**config.mk**
```make
export PLATFORM = sky130hd
export DESIGN_NAME = lbist_slicer
export DESIGN_NICKNAME = d
export VERILOG_FILES = /design/src/rtl/lbist_pkg.sv /design/src/rtl/lbist_fsr.sv /design/src/rtl/lbist_seq.sv /design/src/rtl/lbist_slicer.sv
export SDC_FILE = /design/constraint.sdc
export NUM_CORES = 1
export LEC_CHECK = 0
export ABC_AREA = 1
export BUFFER_PORTS_ARGS = -buffer_cell sky130_fd_sc_hd__buf_4
export CORE_MARGIN = 2
export CORE_UTILIZATION = 55
export CTS_CLUSTER_SIZE = 10
export DETAILED_ROUTE_END_ITERATION = 10
export PLACE_DENSITY = 0.75
export SLEW_MARGIN = 15
export SYNTH_ARGS = -nofsm -noshare
export SYNTH_HDL_FRONTEND = slang
export SYNTH_SLANG_ARGS = --single-unit
```
**constraint.sdc**
```tcl
create_clock -name clk -period 3.05 [get_ports clk]
set_input_delay 0.1525 -clock clk [delete_from_list [all_inputs] [get_ports clk]]
set_output_delay 0.1525 -clock clk [all_outputs]
set_load 0.05 [all_outputs]
```
**src/rtl/lbist_pkg.sv**
```systemverilog
// lbist_pkg: shared types and register offsets for the sliced self-test sequencer.
// Assumes: register addresses are at least 3 bits wide.
package lbist_pkg;

    // Sequencer phases.
    typedef enum logic [2:0] {
        ST_OFF,
        ST_WAIT,
        ST_SHIFT,
        ST_CAPT,
        ST_UNLD,
        ST_CHECK
    } seq_st_t;

    localparam int REG_CTRL   = 0;
    localparam int REG_COUNT  = 1;
    localparam int REG_STATUS = 2;
    localparam int REG_EXP    = 4;

    localparam int STAT_IDX_LSB  = 8;
    localparam int STAT_FIDX_LSB = 16;

endpackage

```
**src/rtl/lbist_fsr.sv**
```systemverilog
// lbist_fsr: feedback shift register with a checkpoint copy.
// Used as the pattern generator (HAS_DIN=0) or as the signature register
// (HAS_DIN=1, data XORed into the low bits on each step).
// Assumes: init has priority over restore, and restore over step/commit.
module lbist_fsr #(
    parameter int          W       = 32,
    parameter logic [W-1:0] TAPS   = 32'h8020_0003,
    parameter int          DIN_W   = 2,
    parameter bit          HAS_DIN = 1'b0
) (
    input  logic             clk,
    input  logic             rst_n,
    input  logic             init,
    input  logic [W-1:0]     init_val,
    input  logic             step,
    input  logic             restore,
    input  logic             commit,
    input  logic [DIN_W-1:0] din,
    output logic [W-1:0]     q
);

    logic [W-1:0] cur;
    logic [W-1:0] ckpt;
    logic [W-1:0] inj;
    logic [W-1:0] nxt;

    // Pick the data-injection variant.
    generate
        if (HAS_DIN) begin : g_din
            assign inj = {{(W-DIN_W){1'b0}}, din};
        end else begin : g_nodin
            logic unused_din;
            assign unused_din = ^din;
            assign inj = '0;
        end
    endgenerate

    // Next state: shift toward the MSB with XOR feedback, plus injected data.
    always_comb begin
        nxt = {cur[W-2:0], ^(cur & TAPS)} ^ inj;
    end

    // Working value and its checkpoint.
    always_ff @(posedge clk) begin
        if (!rst_n) begin
            cur  <= init_val;
            ckpt <= init_val;
        end else if (init) begin
            cur  <= init_val;
            ckpt <= init_val;
        end else if (restore) begin
            cur <= ckpt;
        end else begin
            if (step)   cur  <= nxt;
            if (commit) ckpt <= cur;
        end
    end

    assign q = cur;

    // an abandoned slice returns the register to its checkpoint.
    p_restore_r7: assert property (@(posedge clk) disable iff (!rst_n)
        (restore && !init) |=> (cur == $past(ckpt)));

    // without init, restore or step the working value holds.
    p_hold_r4: assert property (@(posedge clk) disable iff (!rst_n)
        (!init && !restore && !step) |=> $stable(cur));

endmodule

```
**src/rtl/lbist_seq.sv**
```systemverilog
// lbist_seq: slice sequencer. Waits for the idle window, walks the shift,
// capture and unload phases, checks the signature and steps the slice index.
// Assumes: SHIFT_LEN >= 2, PATS >= 2, slice count <= MAX_SLICES.
module lbist_seq
    import lbist_pkg::*;
#(
    parameter int SHIFT_LEN  = 4,
    parameter int PATS       = 3,
    parameter int MAX_SLICES = 4,
    parameter int IDX_W      = $clog2(MAX_SLICES + 1)
) (
    input  logic             clk,
    input  logic             rst_n,
    input  logic             start,
    input  logic [IDX_W-1:0] slice_cnt,
    input  logic             idle_win,
    input  logic             sig_match,
    output logic             scan_en,
    output logic             sig_step,
    output logic             restore,
    output logic             commit,
    output logic             busy,
    output logic             done,
    output logic             fail,
    output logic [IDX_W-1:0] slice_idx,
    output logic [IDX_W-1:0] fail_idx
);

    localparam int BIT_W = $clog2(SHIFT_LEN);
    localparam int PAT_W = $clog2(PATS);

    seq_st_t          st;
    logic [BIT_W-1:0] bit_cnt;
    logic [PAT_W-1:0] pat_cnt;
    logic [IDX_W-1:0] cnt_q;
    logic             active;
    logic             abort;
    logic             last_bit;

    // Phase decode shared by the datapath controls.
    always_comb begin
        active   = (st == ST_SHIFT) || (st == ST_CAPT) || (st == ST_UNLD);
        abort    = active && !idle_win;
        last_bit = (bit_cnt == BIT_W'(SHIFT_LEN - 1));
        scan_en  = (st == ST_SHIFT) || (st == ST_UNLD);
        sig_step = ((st == ST_SHIFT) && (pat_cnt != '0)) || (st == ST_UNLD);
        restore  = abort;
        commit   = (st == ST_CHECK);
        busy     = (st != ST_OFF);
    end

    // Phase, counters, slice index and sticky result.
    always_ff @(posedge clk) begin
        if (!rst_n) begin
            st        <= ST_OFF;
            bit_cnt   <= '0;
            pat_cnt   <= '0;
            cnt_q     <= '0;
            slice_idx <= '0;
            fail_idx  <= '0;
            done      <= 1'b0;
            fail      <= 1'b0;
        end else if (start) begin
            bit_cnt   <= '0;
            pat_cnt   <= '0;
            cnt_q     <= slice_cnt;
            slice_idx <= '0;
            fail_idx  <= '0;
            fail      <= 1'b0;
            done      <= (slice_cnt == '0);
            st        <= (slice_cnt == '0) ? ST_OFF : ST_WAIT;
        end else if (abort) begin
            bit_cnt <= '0;
            pat_cnt <= '0;
            st      <= ST_WAIT;
        end else begin
            case (st)
                ST_WAIT: if (idle_win) st <= ST_SHIFT;
                ST_SHIFT: begin
                    bit_cnt <= last_bit ? '0 : bit_cnt + BIT_W'(1);
                    if (last_bit) st <= ST_CAPT;
                end
                ST_CAPT: begin
                    if (pat_cnt == PAT_W'(PATS - 1)) begin
                        pat_cnt <= '0;
                        st      <= ST_UNLD;
                    end else begin
                        pat_cnt <= pat_cnt + PAT_W'(1);
                        st      <= ST_SHIFT;
                    end
                end
                ST_UNLD: begin
                    bit_cnt <= last_bit ? '0 : bit_cnt + BIT_W'(1);
                    if (last_bit) st <= ST_CHECK;
                end
                ST_CHECK: begin
                    if (!sig_match && !fail) begin
                        fail     <= 1'b1;
                        fail_idx <= slice_idx;
                    end
                    slice_idx <= slice_idx + IDX_W'(1);
                    if ((slice_idx + IDX_W'(1)) == cnt_q) begin
                        st   <= ST_OFF;
                        done <= 1'b1;
                    end else begin
                        st <= ST_WAIT;
                    end
                end
                default: st <= ST_OFF;
            endcase
        end
    end

    // a closed window keeps an armed sequencer from shifting.
    p_gate_idle_r2: assert property (@(posedge clk) disable iff (!rst_n)
        (st == ST_WAIT && !idle_win && !start) |=> !scan_en);

    // capture lasts one cycle, then shifting resumes.
    p_capture_single_r3: assert property (@(posedge clk) disable iff (!rst_n)
        (st == ST_CAPT && idle_win && !start) |=> scan_en);

    // fail and its recorded index stay put until the next start.
    p_fail_sticky_r5: assert property (@(posedge clk) disable iff (!rst_n)
        (fail && !start) |=> (fail && $stable(fail_idx)));

    // abandoning a slice keeps the slice index.
    p_abort_idx_r7: assert property (@(posedge clk) disable iff (!rst_n)
        (abort && !start) |=> $stable(slice_idx));

    // a finished run is quiet.
    p_done_quiet_r8: assert property (@(posedge clk) disable iff (!rst_n)
        done |-> (!scan_en && !busy));

    // the slice index holds or rises by one.
    p_idx_step_r11: assert property (@(posedge clk) disable iff (!rst_n)
        (!start) |=> ($stable(slice_idx) || (slice_idx == $past(slice_idx) + IDX_W'(1))));

endmodule

```
**src/rtl/lbist_slicer.sv**
```systemverilog
// lbist_slicer: top of the time-sliced logic self-test controller.
// Holds the register file (start, slice count, status, expected table),
// the pattern generator and the signature register, and the sequencer.
// Assumes: ADDR_W >= 3, MAX_SLICES fits the expected-table address range,
// NCH < W, status fields of 8 bits hold IDX_W.
module lbist_slicer
    import lbist_pkg::*;
#(
    parameter int           W          = 32,
    parameter int           NCH        = 2,
    parameter int           SHIFT_LEN  = 4,
    parameter int           PATS       = 3,
    parameter int           MAX_SLICES = 4,
    parameter int           ADDR_W     = 4,
    parameter logic [W-1:0] SEED       = 32'h0000_0001,
    parameter logic [W-1:0] TAPS       = 32'h8020_0003
) (
    input  logic              clk,
    input  logic              rst_n,
    input  logic              reg_wr,
    input  logic [ADDR_W-1:0] reg_addr,
    input  logic [W-1:0]      reg_wdata,
    output logic [W-1:0]      reg_rdata,
    input  logic              idle_win,
    output logic              scan_en,
    output logic [NCH-1:0]    scan_in,
    input  logic [NCH-1:0]    scan_out,
    output logic              fail_alarm
);

    localparam int IDX_W = $clog2(MAX_SLICES + 1);

    logic [IDX_W-1:0] cnt_reg;
    logic [W-1:0]     exp_tab [MAX_SLICES];
    logic [W-1:0]     exp_sel;
    logic [W-1:0]     gen;
    logic [W-1:0]     sig;
    logic             start;
    logic             sig_step;
    logic             restore;
    logic             commit;
    logic             busy;
    logic             done;
    logic             fail;
    logic [IDX_W-1:0] slice_idx;
    logic [IDX_W-1:0] fail_idx;
    logic             unused_gen;

    // Start strobe decoded from a control write.
    assign start = reg_wr && (reg_addr == ADDR_W'(REG_CTRL)) && reg_wdata[0];

    // Slice count register, saturating at the table depth.
    always_ff @(posedge clk) begin
        if (!rst_n) begin
            cnt_reg <= '0;
        end else if (reg_wr && reg_addr == ADDR_W'(REG_COUNT)) begin
            cnt_reg <= (reg_wdata > W'(MAX_SLICES)) ? IDX_W'(MAX_SLICES)
                                                    : reg_wdata[IDX_W-1:0];
        end
    end

    // One expected-signature register per slice.
    generate
        for (genvar k = 0; k < MAX_SLICES; k++) begin : g_exp
            always_ff @(posedge clk) begin
                if (!rst_n) begin
                    exp_tab[k] <= '0;
                end else if (reg_wr && reg_addr == ADDR_W'(REG_EXP + k)) begin
                    exp_tab[k] <= reg_wdata;
                end
            end
        end
    endgenerate

    // Select the expected value for the running slice.
    always_comb begin
        exp_sel = '0;
        for (int k = 0; k < MAX_SLICES; k++) begin
            if (slice_idx == IDX_W'(k)) exp_sel = exp_tab[k];
        end
    end

    // Read mux over control, count, status and table.
    always_comb begin
        reg_rdata = '0;
        if (reg_addr == ADDR_W'(REG_COUNT)) begin
            reg_rdata[IDX_W-1:0] = cnt_reg;
        end else if (reg_addr == ADDR_W'(REG_STATUS)) begin
            reg_rdata[0] = busy;
            reg_rdata[1] = done;
            reg_rdata[2] = fail;
            reg_rdata[STAT_IDX_LSB +: IDX_W]  = slice_idx;
            reg_rdata[STAT_FIDX_LSB +: IDX_W] = fail_idx;
        end
        for (int k = 0; k < MAX_SLICES; k++) begin
            if (reg_addr == ADDR_W'(REG_EXP + k)) reg_rdata = exp_tab[k];
        end
    end

    lbist_seq #(
        .SHIFT_LEN (SHIFT_LEN),
        .PATS      (PATS),
        .MAX_SLICES(MAX_SLICES),
        .IDX_W     (IDX_W)
    ) i_seq (
        .clk      (clk),
        .rst_n    (rst_n),
        .start    (start),
        .slice_cnt(cnt_reg),
        .idle_win (idle_win),
        .sig_match(sig == exp_sel),
        .scan_en  (scan_en),
        .sig_step (sig_step),
        .restore  (restore),
        .commit   (commit),
        .busy     (busy),
        .done     (done),
        .fail     (fail),
        .slice_idx(slice_idx),
        .fail_idx (fail_idx)
    );

    lbist_fsr #(
        .W      (W),
        .TAPS   (TAPS),
        .DIN_W  (NCH),
        .HAS_DIN(1'b0)
    ) i_gen (
        .clk     (clk),
        .rst_n   (rst_n),
        .init    (start),
        .init_val(SEED),
        .step    (scan_en),
        .restore (restore),
        .commit  (commit),
        .din     ('0),
        .q       (gen)
    );

    lbist_fsr #(
        .W      (W),
        .TAPS   (TAPS),
        .DIN_W  (NCH),
        .HAS_DIN(1'b1)
    ) i_sig (
        .clk     (clk),
        .rst_n   (rst_n),
        .init    (start),
        .init_val('0),
        .step    (sig_step),
        .restore (restore),
        .commit  (commit),
        .din     (scan_out),
        .q       (sig)
    );

    assign scan_in    = gen[NCH-1:0];
    assign fail_alarm = fail;
    assign unused_gen = ^gen[W-1:NCH];

    // the alarm pin follows the reported fail bit.
    p_alarm_r6: assert property (@(posedge clk) disable iff (!rst_n)
        fail_alarm == reg_rdata[2] || reg_addr != ADDR_W'(REG_STATUS));

    // a zero-slice start finishes without shifting.
    p_zero_run_r9: assert property (@(posedge clk) disable iff (!rst_n)
        (start && cnt_reg == '0) |=> (done && !scan_en));

endmodule

```
Word level (Yosys, flattened, before mapping)
Memory sizes are Yosys's and may differ from the RTL's. Index checks and enable logic that the tools add are counted.

Register bits: 149. Bits of input ports: 42. Memories: 1. Word-level logic and storage cells: 133. Bits in writable memories: 128. Output and inout bits: 36.

Eq/ne operators: 22. $add $sub $neg: 3. Bitwise logic cells: 7. Reduce and logical (&&, ||, !) cells: 35. $lt $le $gt $ge: 1. Multiplexer cells: 51.

Memory list: exp_tab (depth 4, bits a word 32, rd ports 4, clocked after Yosys merged registers in 0, wr ports 4, line lbist_slicer.sv:34) `logic [W-1:0] exp_tab [MAX_SLICES];`.

Operator list (number): $mux 32 (16); $reduce_xor 32->1 (2); $mux 3 (13); $eq 32x32->1 (1); $gt 32x3->1 const B (1); $xor 32x2->32 (1); $mux 1 (19); $eq 4x3->1 const B (4); $pmux 3 s5 (1); $eq 3x2->1 const B (4); $logic_and 1x1->1 (10); $reduce_bool 2->1 (5); $reduce_and 3->1 (3); $ne 4x1->1 const B (2); $eq 3x1->1 const B (2); $eq 3x3->1 const B (2); $logic_not 3->1 (2); $add 2x1->2 const B (2); $eq 2x2->1 const B (2); $eq 4x1->1 const B (1); $eq 4x2->1 const B (1); $logic_not 4->1 (1); $logic_or 1x1->1 (4); $mux 2 (2); 11 further kinds (18).

Longest topological paths before layout
Word-level depth: 9. Mapped depth: 21. Mapped depth without buffers: 20.

Modules after synthesis
From an unflattened synthesis, not the netlist that was laid out.

Cells, all modules: 1657. Area total of the unflattened synthesis: 14298.7 um^2.

Modules (own cells, without submodules): lbist_slicer (seq. area each 3903.7 um^2, area an instance 7358.3 um^2, cells an instance 927, times used 1); lbist_fsr at i_sig (seq. area each 1921.8 um^2, area an instance 3010.4 um^2, cells an instance 297, times used 1); lbist_fsr at i_gen (seq. area each 1921.8 um^2, area an instance 3007.9 um^2, cells an instance 301, times used 1); lbist_seq (seq. area each 360.3 um^2, area an instance 922.1 um^2, cells an instance 132, times used 1).

Least setup slack after synthesis
Ideal clock, no wire load.

Kind: input to register. Start point: input port reg_addr[2]. End point: memory exp_tab[1][0], enable pin. Buffers on the path: 0. Arrival time: 2.721 ns. Data required time: 2.584 ns. Cell stages on the path: 4. Setup slack: -0.136 ns. Library setup time: 0.466 ns. Cells stage by stage: inv_1 -> nor2_1 -> nand2_1 -> o21ai_0.

RTL lines: start, declared (line lbist_slicer.sv:21) `input logic [ADDR_W-1:0] reg_addr,`; end, declared (line lbist_slicer.sv:34).

Worst setup path after layout
Start point: register i_seq.slice_idx[0]. End point: register i_seq.fail_idx[1].

Word-level cells in the longest chain between the ends: 9. Elaborated cells on any way between the ends: 12. Classes of those cells: 4 x eq/ne; 4 x mux; 4 x reduce/logical.

RTL lines: start, declared (line lbist_seq.sv:25) `output logic [IDX_W-1:0] slice_idx,`; start signal, assigned (line lbist_seq.sv:101) `slice_idx <= slice_idx + IDX_W'(1);`; $logic_not 3->1 (line lbist_slicer.sv:79) `if (slice_idx == IDX_W'(k)) exp_sel = exp_tab[k];`; $mux 32 (3 in series) (line lbist_slicer.sv:79); $mux 32 (*) (line lbist_slicer.sv:79); $eq 32x32->1 (*) (line lbist_slicer.sv:111) `.sig_match(sig == exp_sel),`; $logic_not 1->1 (*) (line lbist_seq.sv:97) `if (!sig_match && !fail) begin`; $logic_and 1x1->1 (*) (line lbist_seq.sv:97); $reduce_and 3->1 (no source line) (*); end signal, assigned (line lbist_seq.sv:99) `fail_idx <= slice_idx;`; end, declared (line lbist_seq.sv:26) `output logic [IDX_W-1:0] fail_idx`.

Every way passes the cells marked *; elsewhere a longest branch is shown, timed or not. A chain may end at the register's enable or synchronous reset.

==> out/metrics.cfg <==
[outcome]
status = finished, final reports clean

[timing]
fin_crit_sh_pct = 92.2
fmax_ghz = 0.356
worstMarginPinSlew_ps = 874
slew_violations = 0
fin_crit_ps = 2810
slew_headroom_pct = 41.4
hold_viol_final = 0
setup_viol = 0
grt_setup_unrepaired = false
finClkSkew_ps = 13.4
tns_ps = 0

[critical_path]
critPathArrivalTime_ps = 3250
cp_max_fo = 37
worstPathRequired_ps = 3490
cp-end-kind = register
critPathLaunchType = register
crit_type = register to register

[grt]
grt_pass1_wl_um = 59300
globalRouteOverflowTotal = 0
grt_usage_pct = 28.8
grt_pass1_vias = 11597
antenna_found_initial = 0
grt_max_degree = 93

[clock_tree]
ctsLongestPathBuffers = 3
h-tree-depth = 1
numCtsBuffers = 31
cts_tree = built
clkSinkCount = 277
clk_pin_slew_ps = 60
clkLatencyLatePin_ps = 550
cts-root-buf = clkbuf_16

[pwr]
ir_drop_uv = 661
p_per_area_nw_per_um2 = 711
power.total_mw = 10.9
p_leak_nw = 6.03

[route]
vias_per_cell = 5.70
ant_nets = 0
drc = 0
num_vias = 12094
dr.pass1.iters = 5
wl_per_cell_um = 17.5
routed_wl_um = 37200
drt_iter0_drc = 1260

[cells_and_area]
diodes = 0
regMostFlops = exp_tab
fin_nets = 1835
final_cell_area_um2 = 15300
largest_reg_flops = 128
drive_above_1_share_pct = 9.44
area_growth_pct = 15.9

[logic_synthesis]
synth-async-reset-ratio_pct = 0
syn_nets = 1757
synthesis.area_um2 = 13200
synth_area_leaders = edfxtp_1, dfxtp_1, nand2_1
synth-seq-area-share_pct = 51.5
synth_edf_count = 128
ys_ff_latch = 277
ys_types = 37
yosys.area.top_type = edfxtp_1
synthTopCellsByCount = nand2_1, nor2_1, dfxtp_1, edfxtp_1, nand3_1
synth_top_area_share_pct = 29.0
syn_inst = 1708
ys_warn_count = 0
ys.flop_type = dfxtp_1
synth_area_per_cell_um2 = 7.75
synth.most_common_cell = nand2_1

[floorplan]
die_x_um = 159
rows = 56
die_area_um2 = 25300
core_um2 = 23500
start_util_pct = 56.3
fp.dieH_um = 159
io_pins = 78

[place]
finalWeightedCongestion = 0.869
port-buffer-count = 77
hpwl_um = 22100
place_area_um2 = 14100

[hold_path]
min_path_type = input pin to register

[flow_run]
drv_cap = 0

==> power breakdown <==
group / switching (mW) / total [mW] / leakage (nW) / internal [mW]
Clock: 1.39 / 3.24 / 0.402 / 1.85
Sequential: 0.504 / 4.79 / 2.43 / 4.29
Combinational: 1.95 / 2.87 / 3.20 / 0.923
==> cell families (layout without fill, tap and decap cells) <==
group	after synthesis	count (layout)	share of synthesized area (%)
buf+inv	233	326	6.88
compound gates	251	251	10.9
simple gates	930	930	29.3
fa+ha+maj	7	7	0.661
xor+xnor	10	10	0.661
flops	277	277	51.5
==> final cells by class <==
| cell class | count | area, µm² |
|---|---|---|
| Fill cell | 2017 | 8190 |
| Clock buffer | 48 | 840 |
| Tap cell | 319 | 399 |
| Sequential cell | 277 | 6830 |
| Multi-Input combinational cell | 1198 | 5560 |
| Inverter | 131 | 492 |
| Timing Repair Buffer | 147 | 1230 |
==> worst paths after layout <==
path	slack [ps]	endpoint	start	cells after the start
worst max register to register	240	i_seq.fail_idx[1]$_SDFFE_PP0P_	i_seq.slice_idx[0]$_SDFFE_PP0P_	19
worst min register to register	470	i_sig.ckpt[1]$_SDFFE_PP0P_	i_sig.ckpt[1]$_SDFFE_PP0P_	2
worst min-delay path	40	i_seq.st[1]$_SDFFE_PN0P_	idle_win	4
worst max-delay path	240	i_seq.fail_idx[1]$_SDFFE_PP0P_	i_seq.slice_idx[0]$_SDFFE_PP0P_	19
==> timing repair <==
action,in CTS,in global routing
resized for setup,0,0
setup buffers,0,0
hold buffers,36,0
hold endpoints to repair,117,0
==> layer usage <==
| layer | GRT usage [%] | vias up | part of all wire (%) |
|---|---|---|---|
| met5 | 0 | - | 0 |
| met4 | 11.2 | 0 | 3.4 |
| li1 | - | 5818 | - |
| met1 | 37.4 | 5612 | 40 |
| met2 | 48.7 | 568 | 47 |
| met3 | 4.19 | 96 | 9.1 |
==> stage by stage <==
stage | setup WS (ps) | util (%) | std cells | hold WS [ps]
after detailed placement | 297 | 60.1 | 2036 | 440
final | 238 | 65.2 | 2120 | 41.8
after global placement | 396 | 60.1 | 2036 | 429
after floorplan | 728 | - | 1708 | 291
after global routing | 19.9 | 65.2 | 2120 | 73.1
after CTS | 265 | 65.2 | 2120 | 32.4
==> placed cells by master, fill, tap and decap left out, drive strengths merged, types with 7 or more instances in the layout <==
cell         count
nand2          457
nor2           271
dfxtp          149
o21ai          132
edfxtp         128
inv            126
nand3          121
buf            111
a31oi           52
clkbuf          48
dlygate4sd3     36
nand4           33
a21oi           28
nand3b          23
a221oi          21
nor3            15
a211oi          11
xor2             8
ha               7
or2              7
==> critical path, cell delays in order, from the launching register on <==
cell	delay (ps)
dfxtp_1	400
inv_1	130
ha_1	250
nand2_4	320
buf_4	370
o21ai_1	100
inv_1	60
nand2_1	70
nand2_1	70
nand2_1	50
nand2_1	70
nand2_1	60
nor2_1	140
nand2_1	80
nor2_1	160
nand2_2	110
nand3_2	100
nand2_1	60
clkinv_1	40
nor2_1	30
(Power assumes the default switching activity.)
